## src/rtl/smc_bank_seq.sv

```systemverilog
module smc_bank_seq #(
  parameter int AW = 8,
  parameter int DW = 16,
  parameter int CW = 4
) (
  input  logic          clk,
  input  logic          rst_n,
  input  logic [CW-1:0] cfg_rd_setup,
  input  logic [CW-1:0] cfg_rd_pulse,
  input  logic [CW-1:0] cfg_rd_hold,
  input  logic [CW-1:0] cfg_wr_setup,
  input  logic [CW-1:0] cfg_wr_pulse,
  input  logic [CW-1:0] cfg_wr_hold,
  input  logic [CW-1:0] cfg_page_pulse,
  input  logic [CW-1:0] cfg_wait_states,
  input  logic [CW-1:0] cfg_float,
  input  logic          cfg_wait_en,
  input  logic          cfg_lane_sel,
  input  logic          cfg_page_en,
  input  logic [1:0]    cfg_page_size,
  input  logic          req_valid,
  output logic          req_ready,
  input  logic          req_we,
  input  logic [AW-1:0] req_addr,
  input  logic [DW-1:0] req_wdata,
  input  logic [DW/8-1:0] req_be,
  output logic          rsp_done,
  output logic [DW-1:0] rsp_rdata,
  output logic          mem_cs_n,
  output logic          mem_oe_n,
  output logic [DW/8-1:0] mem_we_n,
  output logic [DW/8-1:0] mem_bs_n,
  output logic [AW-1:0] mem_addr,
  output logic [DW-1:0] mem_dout,
  output logic          mem_doe,
  input  logic [DW-1:0] mem_din,
  input  logic          mem_wait
);
  localparam int NB = DW / 8;

  typedef enum logic [1:0] {ST_IDLE, ST_SETUP, ST_PULSE, ST_HOLD} st_t;

  st_t           st;
  logic [CW:0]   cnt;
  logic [CW:0]   plen_q;
  logic [CW-1:0] hold_q;
  logic [CW-1:0] fcnt;
  logic          we_q;
  logic [AW-1:0] addr_q;
  logic [DW-1:0] wd_q;
  logic [NB-1:0] be_q;
  logic [AW-1:0] tag_q;
  logic [AW-1:0] pg_tag;
  logic          pg_vld;

  wire [AW-1:0]  req_tag  = req_addr >> (3'd2 + {1'b0, cfg_page_size});
  wire           page_hit = cfg_page_en && !req_we && pg_vld && (req_tag == pg_tag);
  wire [CW-1:0]  pbase    = req_we ? cfg_wr_pulse : (page_hit ? cfg_page_pulse : cfg_rd_pulse);
  wire [CW:0]    plen     = (pbase == '0 ? (CW+1)'(1) : {1'b0, pbase}) + {1'b0, cfg_wait_states};
  wire [CW-1:0]  slen     = req_we ? cfg_wr_setup : cfg_rd_setup;
  wire           accept   = req_valid && req_ready;
  wire           last_pul = (st == ST_PULSE) && (cnt <= 1) && !(cfg_wait_en && mem_wait);

  assign req_ready = (st == ST_IDLE) && (fcnt == '0);

  always_ff @(posedge clk) begin
    if (!rst_n) begin
      st        <= ST_IDLE;
      cnt       <= '0;
      plen_q    <= '0;
      hold_q    <= '0;
      fcnt      <= '0;
      we_q      <= 1'b0;
      addr_q    <= '0;
      wd_q      <= '0;
      be_q      <= '0;
      tag_q     <= '0;
      pg_tag    <= '0;
      pg_vld    <= 1'b0;
      rsp_done  <= 1'b0;
      rsp_rdata <= '0;
    end else begin
      rsp_done <= 1'b0;
      if (fcnt != '0) fcnt <= fcnt - 1'b1;
      case (st)
        ST_IDLE: if (accept) begin
          we_q   <= req_we;
          addr_q <= req_addr;
          wd_q   <= req_wdata;
          be_q   <= req_be;
          tag_q  <= req_tag;
          plen_q <= plen;
          hold_q <= req_we ? cfg_wr_hold : cfg_rd_hold;
          if (slen != '0) begin
            st  <= ST_SETUP;
            cnt <= {1'b0, slen};
          end else begin
            st  <= ST_PULSE;
            cnt <= plen;
          end
        end
        ST_SETUP: begin
          if (cnt == 1) begin
            st  <= ST_PULSE;
            cnt <= plen_q;
          end else cnt <= cnt - 1'b1;
        end
        ST_PULSE: begin
          if (cnt > 1) cnt <= cnt - 1'b1;
          else if (last_pul) begin
            rsp_done <= 1'b1;
            if (!we_q) begin
              rsp_rdata <= mem_din;
              fcnt      <= cfg_float;
              pg_vld    <= cfg_page_en;
              pg_tag    <= tag_q;
            end else pg_vld <= 1'b0;
            if (hold_q != '0) begin
              st  <= ST_HOLD;
              cnt <= {1'b0, hold_q};
            end else st <= ST_IDLE;
          end
        end
        default: begin
          if (cnt == 1) st <= ST_IDLE;
          else cnt <= cnt - 1'b1;
        end
      endcase
    end
  end

  wire active = (st != ST_IDLE);
  wire wstb   = (st == ST_PULSE) && we_q;

  assign mem_cs_n = !active;
  assign mem_oe_n = !((st == ST_PULSE) && !we_q);
  assign mem_we_n = cfg_lane_sel ? {NB{!wstb}} : ~({NB{wstb}} & be_q);
  assign mem_bs_n = (cfg_lane_sel && active) ? (we_q ? ~be_q : '0) : '1;
  assign mem_addr = addr_q;
  assign mem_dout = wd_q;
  assign mem_doe  = active && we_q;

  AST_ACCEPT_STARTS: assert property (@(posedge clk) disable iff (!rst_n)
    (req_valid && req_ready) |=> !mem_cs_n);
  AST_STROBE_IN_CS: assert property (@(posedge clk) disable iff (!rst_n)
    (!mem_oe_n || !(&mem_we_n)) |-> !mem_cs_n);
  AST_DIR_EXCLUSIVE: assert property (@(posedge clk) disable iff (!rst_n)
    !mem_oe_n |-> ((&mem_we_n) && !mem_doe));
  AST_DONE_SINGLE: assert property (@(posedge clk) disable iff (!rst_n)
    rsp_done |=> !rsp_done);
  AST_FLOAT_QUIET: assert property (@(posedge clk) disable iff (!rst_n)
    (fcnt != '0) |-> !mem_doe);
  AST_ADDR_HELD: assert property (@(posedge clk) disable iff (!rst_n)
    (!mem_cs_n && $past(!mem_cs_n)) |-> $stable(mem_addr));
endmodule

```

## config.mk

```make
export PLATFORM = sky130hd
export DESIGN_NAME = smc_bank_seq
export DESIGN_NICKNAME = d
export VERILOG_FILES = /design/src/rtl/smc_bank_seq.sv
export SDC_FILE = /design/constraint.sdc
export NUM_CORES = 1
export LEC_CHECK = 0
export ABC_AREA = 1
export ABC_CLOCK_PERIOD_IN_PS = 7460
export BUFFER_PORTS_ARGS = -buffer_cell sky130_fd_sc_hd__buf_2
export CAP_MARGIN = 20
export CORE_ASPECT_RATIO = 0.7
export CORE_MARGIN = 2
export CORE_UTILIZATION = 54
export DETAILED_ROUTE_END_ITERATION = 16
export PLACE_DENSITY = 0.95
export SLEW_MARGIN = 25
export SYNTH_ARGS = -nofsm -noshare
export SYNTH_HDL_FRONTEND = slang
export SYNTH_SLANG_ARGS = --single-unit
```

## constraint.sdc

```tcl
create_clock -name clk -period 7.46 [get_ports clk]
set_input_delay 0.746 -clock clk [delete_from_list [all_inputs] [get_ports clk]]
set_output_delay 0.746 -clock clk [all_outputs]
set_load 0.01 [all_outputs]
```

==> results of run 1 <==
[critical path: stages]
cell and delay [ns]:
buf_2 0.18, inv_1 0.32, and3_1 0.22, nand2_1 0.05, nor2_1 0.08, nand2_1 0.08, nor2_4 0.13, nand3_2 0.12
nand2_1 0.11, nand3_1 0.08, nand2_1 0.15, nor2_1 0.05, nand2_1 0.06, nand2_1 0.06, ha_1 0.21, fa_1 0.41
xor2_1 0.21, inv_1 0.08, o21ai_0 0.15, nand2_1 0.08, o21ai_0 0.10, o21ai_0 0.09, a21oi_1 0.12
[cell usage in the layout (no fill, tap or decap), types with 3 or more instances in the layout]
cell	synthesis	layout
o21ai_1	5	5
nand4_1	6	6
nor2_4	4	4
nand2_4	3	3
ha_1	11	11
dfxtp_1	77	77
o21ai_0	37	37
inv_2	8	8
nand3_1	42	42
a21oi_1	78	78
inv_1	42	42
nor2_1	19	19
a31oi_1	5	5
nand2_2	4	4
xor2_1	4	4
nor3_1	3	3
nand2_1	160	160
buf_2	9	136
inv_6	0	3
clkbuf_8	0	9
[final cells by class]
class                   instances  area (µm²)  area share (%)
multi-input cells             397        2000            42.2
inverters                      51         196            4.14
clock inverters                 6        71.3            1.50
well taps                      94         118            2.48
flip-flops and latches         77        1540            32.5
clock buffers                   9         124            2.61
repair buffers                137         688            14.5
[power breakdown]
part | internal (W) | total (W) | switching (W)
Clock | 0.000156 | 0.000318 | 0.000162
Combinational | 0.000221 | 0.000639 | 0.000417
Sequential | 0.000510 | 0.000570 | 0.0000598
Total | 0.000888 | 0.00153 | 0.000639
[per-layer routing]
| metal | up-vias | routed length (µm) | GRT usage [%] |
|---|---|---|---|
| met3 | 20 | 998 | 8.31 |
| met2 | 189 | 5170 | 48.4 |
| met4 | 2 | 138 | 7.11 |
| met1 | 1917 | 4450 | 33.6 |
| li1 | 2045 | - | - |
| met5 | - | 13 | 0 |
[worst min path at each step]
stage / from / to / slack (ns)
floorplan: plen_q[1] / plen_q[1] / 0.42
global placement: plen_q[4] / plen_q[4] / 0.44
detailed placement: rsp_rdata[13] / rsp_rdata[13] / 0.45
CTS: plen_q[4] / plen_q[4] / 0.46
global route: rsp_rdata[11] / rsp_rdata[11] / 0.48
finish: rsp_rdata[13] / rsp_rdata[13] / 0.46
[state kept, by name (all words and copies together), names as in the netlist]
register   count
tag_q          6
rsp_rdata     16
mem_addr       8
plen_q         5
pg_tag         6
fcnt           4
pg_vld         1
mem_dout      16
we_q           1
hold_q         4
be_q           2
rsp_done       1
cnt            5
st             2
[per-stage QoR]
| stage | total power, W | util, % | setup WS, ns |
|---|---|---|---|
| floorplan | 0.00102 | - | 4.37 |
| global placement | 0.00117 | 66.6 | 3.85 |
| detailed placement | 0.00121 | 66.6 | 3.60 |
| CTS | 0.00152 | 69.5 | 3.93 |
| global route | 0.00163 | 69.5 | 3.56 |
| finish | 0.00153 | 69.5 | 3.86 |
[kinds of logic after synthesis]
| logic type | Yosys count | synth area share, % |
|---|---|---|
| xor+xnor | 5 | 1.14 |
| simple gates | 248 | 28.4 |
| mux | 2 | 0.519 |
| compound gates | 130 | 17.8 |
| flops | 77 | 40.0 |
| buf+inv | 75 | 8.11 |
| fa+ha+maj | 12 | 4.09 |
==> key figures, run 1 <==
Worst setup path
  – Arr. time, crit path: between 3 and 4 ns
  – Reg2reg start: pg_vld
  – Type of origin of the critical path: input pin
  – Setup crit end: cnt[2]
  – Setup CP Type: in2reg
  – RR Endpoint: cnt[2]
  – Worst EP required: 7.74 ns
  – Crit Path Max Fanout: 13
  – Internal reg-to-reg setup slack: between 4 and 5 ns
  – CP startpoint: req_we
  – Critical Path Sink Type: flip-flop
  – Worst reg2reg path depth: 21

Yosys
  – Primary FF master, synth: dfxtp_1
  – Post-synth top area share: between 30% and 40%
  – Synth async-reset ratio: 0%
  – Unique masters post-synth: 34
  – Cells after synthesis: ~550
  – Area of the mapped netlist: between 0.003 and 0.004 mm²
  – Synth cell count leaders: 160 x nand2_1, 78 x a21oi_1, 77 x dfxtp_1, 42 x inv_1, 42 x nand3_1
  – Post-synth top area cell: dfxtp_1
  – Most numerous cell in the Yosys netlist: nand2_1
  – Post-synth EDFFs: 0
  – Seq cells post-synth: 77
  – Synth warn: 0
  – Post-synthesis sequential area ratio: between 30% and 40%
  – Synthesized Nets: between 600 and 700
  – Synth area leaders: dfxtp_1 40%, nand2_1 16%, a21oi_1 10%, nand3_1 5.5%, o21ai_0 4.8%
  – Avg Cell Area, Syn: between 7 and 8 µm²

CTS
  – Skew-Pair Late Insertion Delay: 0.35 ns
  – CTS tree: built
  – Post-CTS sizing: 0
  – Num CTS Buffers: 9
  – CTS hold repair buffers: 0
  – Post-CTS Setup Bufs: 0
  – Root Buffer: clkbuf_8
  – Clock buffer depth: 2
  – Clock sinks: 77
  – Worst-path clk slew: approximately 0.090 ns
  – Htree depth: 3

Route
  – Router iterations before antenna repair: 5
  – Routed WL: ~11000 µm
  – Routed length per instance: roughly 14 µm
  – Vias post-DR: around 4200
  – DRC viols: 0
  – Vias per inst: about 5.4
  – Final antenna-violating net count: 0
  – DR iter-0 viols: between 200 and 300

Floorplanning
  – Std-Cell Rows: 25
  – Die X: between 100 and 150 µm
  – Die height: 74.7 µm
  – Die area: 0.00784 mm²
  – Core Area: 0.00682 mm²
  – Initial Utilization: about 57%
  – I/O pin count: between 100 and 150

Finish
  – Antenna diodes: 0
  – Non-Filler Instances: around 770
  – Layout area overhead: 22.9%
  – Post-route cell area: about 0.0047 mm²
  – Fill count: between 600 and 700
  – Fraction of layout cells with a size suffix above 1: 26.7%
  – Final net count: 773

Timing
  – Setup tns final: 0 ns
  – Clock skew: 0.0126 ns
  – Unrepaired setup endpoints after global routing: no
  – Slew HR: 40.3%
  – Slew Limit Fails: 0
  – Setup Viol. Count Final: 0
  – Hold Slack: approximately 0.46 ns
  – Maximum clock rate: roughly 280 MHz
  – Min Tclk post-route: 3.60 ns
  – Tcrit/Tclk final: between 40% and 50%
  – Measured slew at the worst slew-check pin: between 0.8 and 0.9 ns
  – Fin. Hold Viols: 0

GRT
  – Grt ovf: 0
  – GRT Total Usage: a little over a quarter
  – Vias in the first global route: 3850
  – First-pass GRT wire length: 17300 µm
  – Number of antenna violations at the first check in global routing: 1
  – Largest net degree at the start of global routing: 54

Power
  – Worst VDD drop: 0.000223 V
  – Power per Cell Area: 322 mW/mm²
  – Leak: about 2.2 nW

Placed design
  – Post-Place Cells: about 760
  – Area after DPL: around 0.0045 mm²
  – I/O Buffers: about 140
  – Dpl hpwl: 7890 µm
  – Placer congestion estimate: ~0.95

Hold path
  – Hold path depth: 2
  – Hold Path Class: reg2reg

Flow run
  – # Max-Cap Violations: 0

Outcome
  – Status: finished clean
Note: power is estimated with default switching activity, not from simulation.
==> run 2, diff against run 1 <==
Settings changed: ABC_CLOCK_PERIOD_IN_PS 7460 to 3550, CORE_UTILIZATION 54 to 50, PLACE_DENSITY 0.95 to 0.91.
Clock period 7.46 ns to 3.55 ns, I/O delays scaled along.
==> key figures, run 2 (synthesized netlist as in run 1, its figures left out) <==
Outcome
  – Status: finished clean

GRT
  – Number of antenna violations at the first check in global routing: 0
  – Largest net degree at the start of global routing: 54
  – First-pass GRT wire length: 17600 µm
  – Vias in the first global route: around 4000
  – GRT Total Usage: a little over a quarter
  – Grt ovf: 0

Timing
  – Maximum clock rate: about 360 MHz
  – Slew HR: between 30% and 40%
  – Measured slew at the worst slew-check pin: ~0.90 ns
  – Unrepaired setup endpoints after global routing: no
  – Tcrit/Tclk final: between 70% and 80%
  – Clock skew: 0.0143 ns
  – Hold Slack: 0.239 ns
  – Setup tns final: 0 ns
  – Min Tclk post-route: ~2.8 ns
  – Slew Limit Fails: 0
  – Fin. Hold Viols: 0
  – Setup Viol. Count Final: 0

Worst setup path
  – CP startpoint: pg_vld
  – Setup CP Type: reg2reg
  – Arr. time, crit path: 3.05 ns
  – Internal reg-to-reg setup slack: around 0.75 ns
  – RR Endpoint: cnt[4]
  – Worst reg2reg path depth: 22
  – Crit Path Max Fanout: 5
  – Critical Path Sink Type: flip-flop
  – Type of origin of the critical path: flip-flop
  – Worst EP required: 3.79 ns
  – Reg2reg start: pg_vld
  – Setup crit end: cnt[4]

Power
  – Switching power of the nets: 0.00134 W
  – Switch share: about two fifths
  – Leak: between 2 and 2.5 nW
  – Part of the power in registers: between 30% and 40%
  – Power per Cell Area: just under 700 mW/mm²
  – Worst VDD drop: approximately 0.00036 V
  – Internal Power: around 0.0019 W
  – Logic pwr share: 41.7%
  – Clock power frac: between 20% and 30%

CTS
  – Root Buffer: clkbuf_8
  – Post-CTS Setup Bufs: 0
  – Skew-Pair Late Insertion Delay: between 0.3 and 0.4 ns
  – Num CTS Buffers: 9
  – Clock buffer depth: 2
  – Worst-path clk slew: ~0.09 ns
  – CTS tree: built
  – Clock sinks: 77
  – Htree depth: 3
  – CTS hold repair buffers: 0
  – Post-CTS sizing: 0

Floorplanning
  – I/O pin count: approximately 140
  – Core Area: 0.00738 mm²
  – Std-Cell Rows: 26
  – Die area: 0.00844 mm²
  – Initial Utilization: a little over half
  – Die height: about 77 µm
  – Die X: 109 µm

Finish
  – Final net count: just under 800
  – Antenna diodes: 0
  – Commonest cells after routing, fill and taps aside: 160 x nand2_1, 136 x buf_2, 78 x a21oi_1
  – Fraction of layout cells with a size suffix above 1: a little over a quarter
  – Fill count: ~660
  – Final core occ: 64.4%
  – Most common cell after layout, fill and taps aside: nand2_1
  – Layout area overhead: 23.3%

Route
  – Router iterations before antenna repair: 5
  – DR iter-0 viols: between 200 and 250
  – Final antenna-violating net count: 0
  – Vias per inst: about 5.4
  – DRC viols: 0
  – Vias post-DR: between 4000 and 5000
  – Routed WL: 10700 µm
  – Routed length per instance: about 14 µm

Flow run
  – # Max-Cap Violations: 0

Placed design
  – I/O Buffers: about 140
  – Placer congestion estimate: approximately 0.9
  – Dpl hpwl: approximately 8000 µm

Hold path
  – Hold Path Class: in2reg
run 2: cell types whose count changed in the layout (fill, tap and decap cells not counted), sizes merged:
cell | before | now
inv | 53 | 52
clkinvlp | 2 | 3
clkbuf | 9 | 10
buf | 137 | 138
run 2: how the worst min path moves through the flow:
stage | from | to | slack (ns) | depth (start not counted)
2_1_floorplan | plen_q[1] | plen_q[1] | 0.42 | 2
3_3_place_gp | plen_q[4] | plen_q[4] | 0.44 | 2
3_5_place_dp | plen_q[4] | plen_q[4] | 0.45 | 2
4_1_cts | req_wdata[2] | mem_dout[2] | 0.23 | 3
5_1_grt | req_wdata[14] | mem_dout[14] | 0.23 | 3
6_report | req_wdata[14] | mem_dout[14] | 0.24 | 3
run 2: cell type report:
cell class | instances | area, µm² | share of cell area [%]
clock inverter | 6 | 70.1 | 1.47
sequential | 77 | 1540 | 32.4
tap | 98 | 123 | 2.58
multi-input combinational | 397 | 2000 | 42.1
clock buffer | 10 | 128 | 2.68
inverter | 51 | 196 | 4.13
timing repair buffer | 138 | 696 | 14.6
run 2: through the flow:
stage	area, µm²	std cells	worst slack (ns)	power (W)
floorplan	3850	549	0.849	0.00215
global placement	4560	761	0.532	0.00246
detailed placement	4560	761	0.379	0.00252
CTS	4750	777	0.738	0.00320
global route	4750	777	0.338	0.00344
finish	4750	777	0.746	0.00321
run 2: critical path: stages (launching register included):
cell	delay, ns
dfxtp_1	0.33
and3_1	0.15
nand2_1	0.05
nor2_1	0.08
nand2_1	0.09
nor2_4	0.14
nand3_2	0.12
nand2_1	0.08
nand3_1	0.06
nand2_1	0.13
nor2_1	0.06
nand2_1	0.05
nand2_1	0.05
ha_1	0.21
fa_1	0.40
nand3_1	0.09
nand2_1	0.08
nand2_1	0.08
o21ai_0	0.10
nand2_1	0.06
o21ai_0	0.07
o21ai_0	0.15
inv_1	0.06
run 2: power groups by stage:
stage / clock network, W / registers [W] / logic (W)
detailed placement: 0 / 0.00121 / 0.00131
finish: 0.000671 / 0.00120 / 0.00134
global placement: 0 / 0.00119 / 0.00127
global route: 0.000723 / 0.00122 / 0.00150
CTS: 0.000681 / 0.00119 / 0.00132
floorplan: 0 / 0.00122 / 0.000928
run 2: metal layers:
layer,global-route usage (%),up-vias,wire length (µm),part of all wire (%)
met1,31.6,1907,4460,42
met4,8.08,0,142,1.3
met2,43.7,199,5020,47
li1,-,2045,-,-
met3,8.99,15,1100,10
met5,0,-,0,0
==> run 3, diff against run 2 <==
Settings changed: ABC_CLOCK_PERIOD_IN_PS 3550 to 2900.
Clock period 3.55 ns to 2.9 ns, I/O delays scaled along.
==> key figures, run 3 (synthesized netlist as in run 1, its figures left out) <==
Outcome
  – Status: finished clean

Finish
  – Antenna diodes: 0
  – Fraction of layout cells with a size suffix above 1: between 20 and 30%
  – Layout area overhead: 25.6%
  – Non-Filler Instances: 784
  – Most common cell after layout, fill and taps aside: nand2_1
  – Commonest cells after routing, fill and taps aside: 160 x nand2_1, 136 x buf_2, 76 x a21oi_1, 76 x dfxtp_1
  – Fill count: about 640
  – Final net count: slightly below 800

Placed design
  – Post-Place Cells: between 700 and 800
  – Placer congestion estimate: about 0.91
  – Dpl hpwl: 7760 µm
  – DP Worst Slack: -0.176 ns
  – I/O Buffers: 136

Worst setup path
  – Critical Path Sink Type: flip-flop
  – Arr. time, crit path: 2.97 ns
  – Cell family contributing the most delay on the critical path: simple AND/OR/NAND/NOR gates
  – Buffers & Inverters on Critical Path: 1
  – CP max-delay cell: fa_2
  – Most used cell, CP: nand2_1
  – Setup CP Type: reg2reg
  – WP depth: 18
  – CP startpoint: pg_vld
  – Reg2reg start: pg_vld
  – Worst path max stage delay: roughly 0.48 ns
  – RR Endpoint: cnt[1]
  – Type of origin of the critical path: flip-flop
  – Worst EP required: 3.10 ns
  – Setup crit end: cnt[1]
  – Worst path cell trace: and3_1, nand2_1, nor2_1, nand2_1, nor2_4, buf_4, nand4_1, nand3_1, nand2_1, nor2_1, nand2_1, nand2_1, ha_2, fa_2, a21oi_2, o21ai_1, o21ai_1, a21oi_1
  – Internal reg-to-reg setup slack: between 0.1 and 0.15 ns
  – Crit Path Max Fanout: 4
  – Worst reg2reg path depth: 18

Timing
  – Slew Limit Fails: 0
  – Slew HR: 40.5%
  – Unrepaired setup endpoints after global routing: yes
  – Clock skew: roughly 0.015 ns
  – Min Tclk post-route: ~2.8 ns
  – Measured slew at the worst slew-check pin: between 0.8 and 0.9 ns
  – Setup Viol. Count Final: 0
  – Tcrit/Tclk final: between 90% and 100%
  – Worst Slack Setup Final: 0.128 ns
  – Maximum clock rate: 361 MHz
  – Fin. Hold Viols: 0

Route
  – Routed length per instance: roughly 14 µm
  – Vias post-DR: 4154
  – Router iterations before antenna repair: 5
  – DR iter-0 viols: approximately 240
  – Vias per inst: between 5 and 6
  – Routed WL: around 11000 µm
  – Final antenna-violating net count: 0
  – DRC viols: 0

Floorplanning
  – Std-Cell Rows: 26
  – I/O pin count: about 140
  – Initial Utilization: between 50% and 60%
  – Die X: roughly 110 µm
  – Die area: around 0.0084 mm²
  – Core Area: 0.00738 mm²
  – Die height: just under 80 µm

GRT
  – Largest net degree at the start of global routing: 54
  – Vias in the first global route: just under 4000
  – Number of antenna violations at the first check in global routing: 0
  – First-pass GRT wire length: around 18000 µm
  – GRT Total Usage: around a quarter
  – Grt ovf: 0

CTS
  – Num CTS Buffers: 9
  – Skew-Pair Late Insertion Delay: 0.36 ns
  – CTS hold repair buffers: 0
  – Clock sinks: 77
  – Htree depth: 3
  – Worst-path clk slew: 0.09 ns
  – Root Buffer: clkbuf_8
  – Clock buffer depth: 2
  – CTS tree: built

Power
  – Total Power: roughly 0.004 W
  – Leak: between 2 and 2.5 nW
  – Power per Cell Area: between 800 and 900 mW/mm²
  – Worst VDD drop: roughly 0.00044 V

Hold path
  – Hold Path Class: in2reg

Flow run
  – # Max-Cap Violations: 0
## run 3: cell types whose count changed in the layout (fill, tap and decap cells not counted), moves of 2 or more
| cell | previous run | this run |
|---|---|---|
| buf_4 | 2 | 9 |
| o21ai_0 | 37 | 32 |
| o21ai_1 | 5 | 10 |
| a21oi_1 | 78 | 76 |
| a21oi_2 | 1 | 3 |
| ha_1 | 11 | 9 |
## run 3: power breakdown
part           switching (W)  internal (W)  leakage (nW)
Clock               0.000427      0.000425        0.0951
Sequential          0.000148       0.00131         0.628
Combinational        0.00109      0.000589          1.55
## run 3: final cells by class
type                            count  area (µm²)  share of cell area [%]
Inverter                           51         196                    4.06
Timing Repair Buffer              145         748                    15.4
Tap cell                           98         123                    2.53
Sequential cell                    77        1540                    31.9
Clock buffer                       10         138                    2.84
Multi-Input combinational cell    397        2030                    41.8
Clock inverter                      6        70.1                    1.45
## run 3: how the worst min path moves through the flow
stage                        startpoint      endpoint  slack, ns  cells past startpoint
final                       req_addr[0]   mem_addr[0]       0.17                      3
after CTS                   req_addr[0]   mem_addr[0]       0.16                      3
after global routing      req_wdata[15]  mem_dout[15]       0.16                      3
after detailed placement   mem_dout[13]  mem_dout[13]       0.45                      2
after global placement        plen_q[1]     plen_q[1]       0.44                      2
after floorplan               plen_q[1]     plen_q[1]       0.42                      2
## run 3: stage by stage
| stage | TNS (ns) | instance area (µm²) | util (%) | hold WS (ns) |
|---|---|---|---|---|
| final | 0 | 4840 | 65.6 | 0.169 |
| after global routing | -0.138 | 4840 | 65.6 | 0.161 |
| after CTS | 0 | 4810 | 65.1 | 0.155 |
| after detailed placement | -0.343 | 4600 | 62.3 | 0.453 |
| after global placement | -0.00228 | 4600 | 62.3 | 0.439 |
| after floorplan | 0 | 3850 | - | 0.425 |
## run 3: timing repair
action / in CTS / in global routing
resized for setup: 0 / 11
setup endpoints to repair: 0 / 4
buffers inserted: 0 / 1
## run 3: worst reg2reg max path, stage by stage, from the launching register on
cell     delay, ns
dfxtp_2       0.34
and3_1        0.15
nand2_1       0.05
nor2_1        0.07
nand2_1       0.09
nor2_4        0.18
buf_4         0.14
nand4_1       0.08
nand3_1       0.09
nand2_1       0.07
nor2_1        0.10
nand2_1       0.06
nand2_1       0.06
ha_2          0.19
fa_2          0.48
a21oi_2       0.15
o21ai_1       0.09
o21ai_1       0.17
a21oi_1       0.08
## run 3: metal layers
| layer | vias to the layer above | track usage (%) | wire (µm) |
|---|---|---|---|
| li1 | 2062 | - | - |
| met1 | 1882 | 31.7 | 4550 |
| met2 | 192 | 43.3 | 5120 |
| met3 | 18 | 8.57 | 1030 |
| met4 | 0 | 7.95 | 138 |
| met5 | - | 0 | 0 |
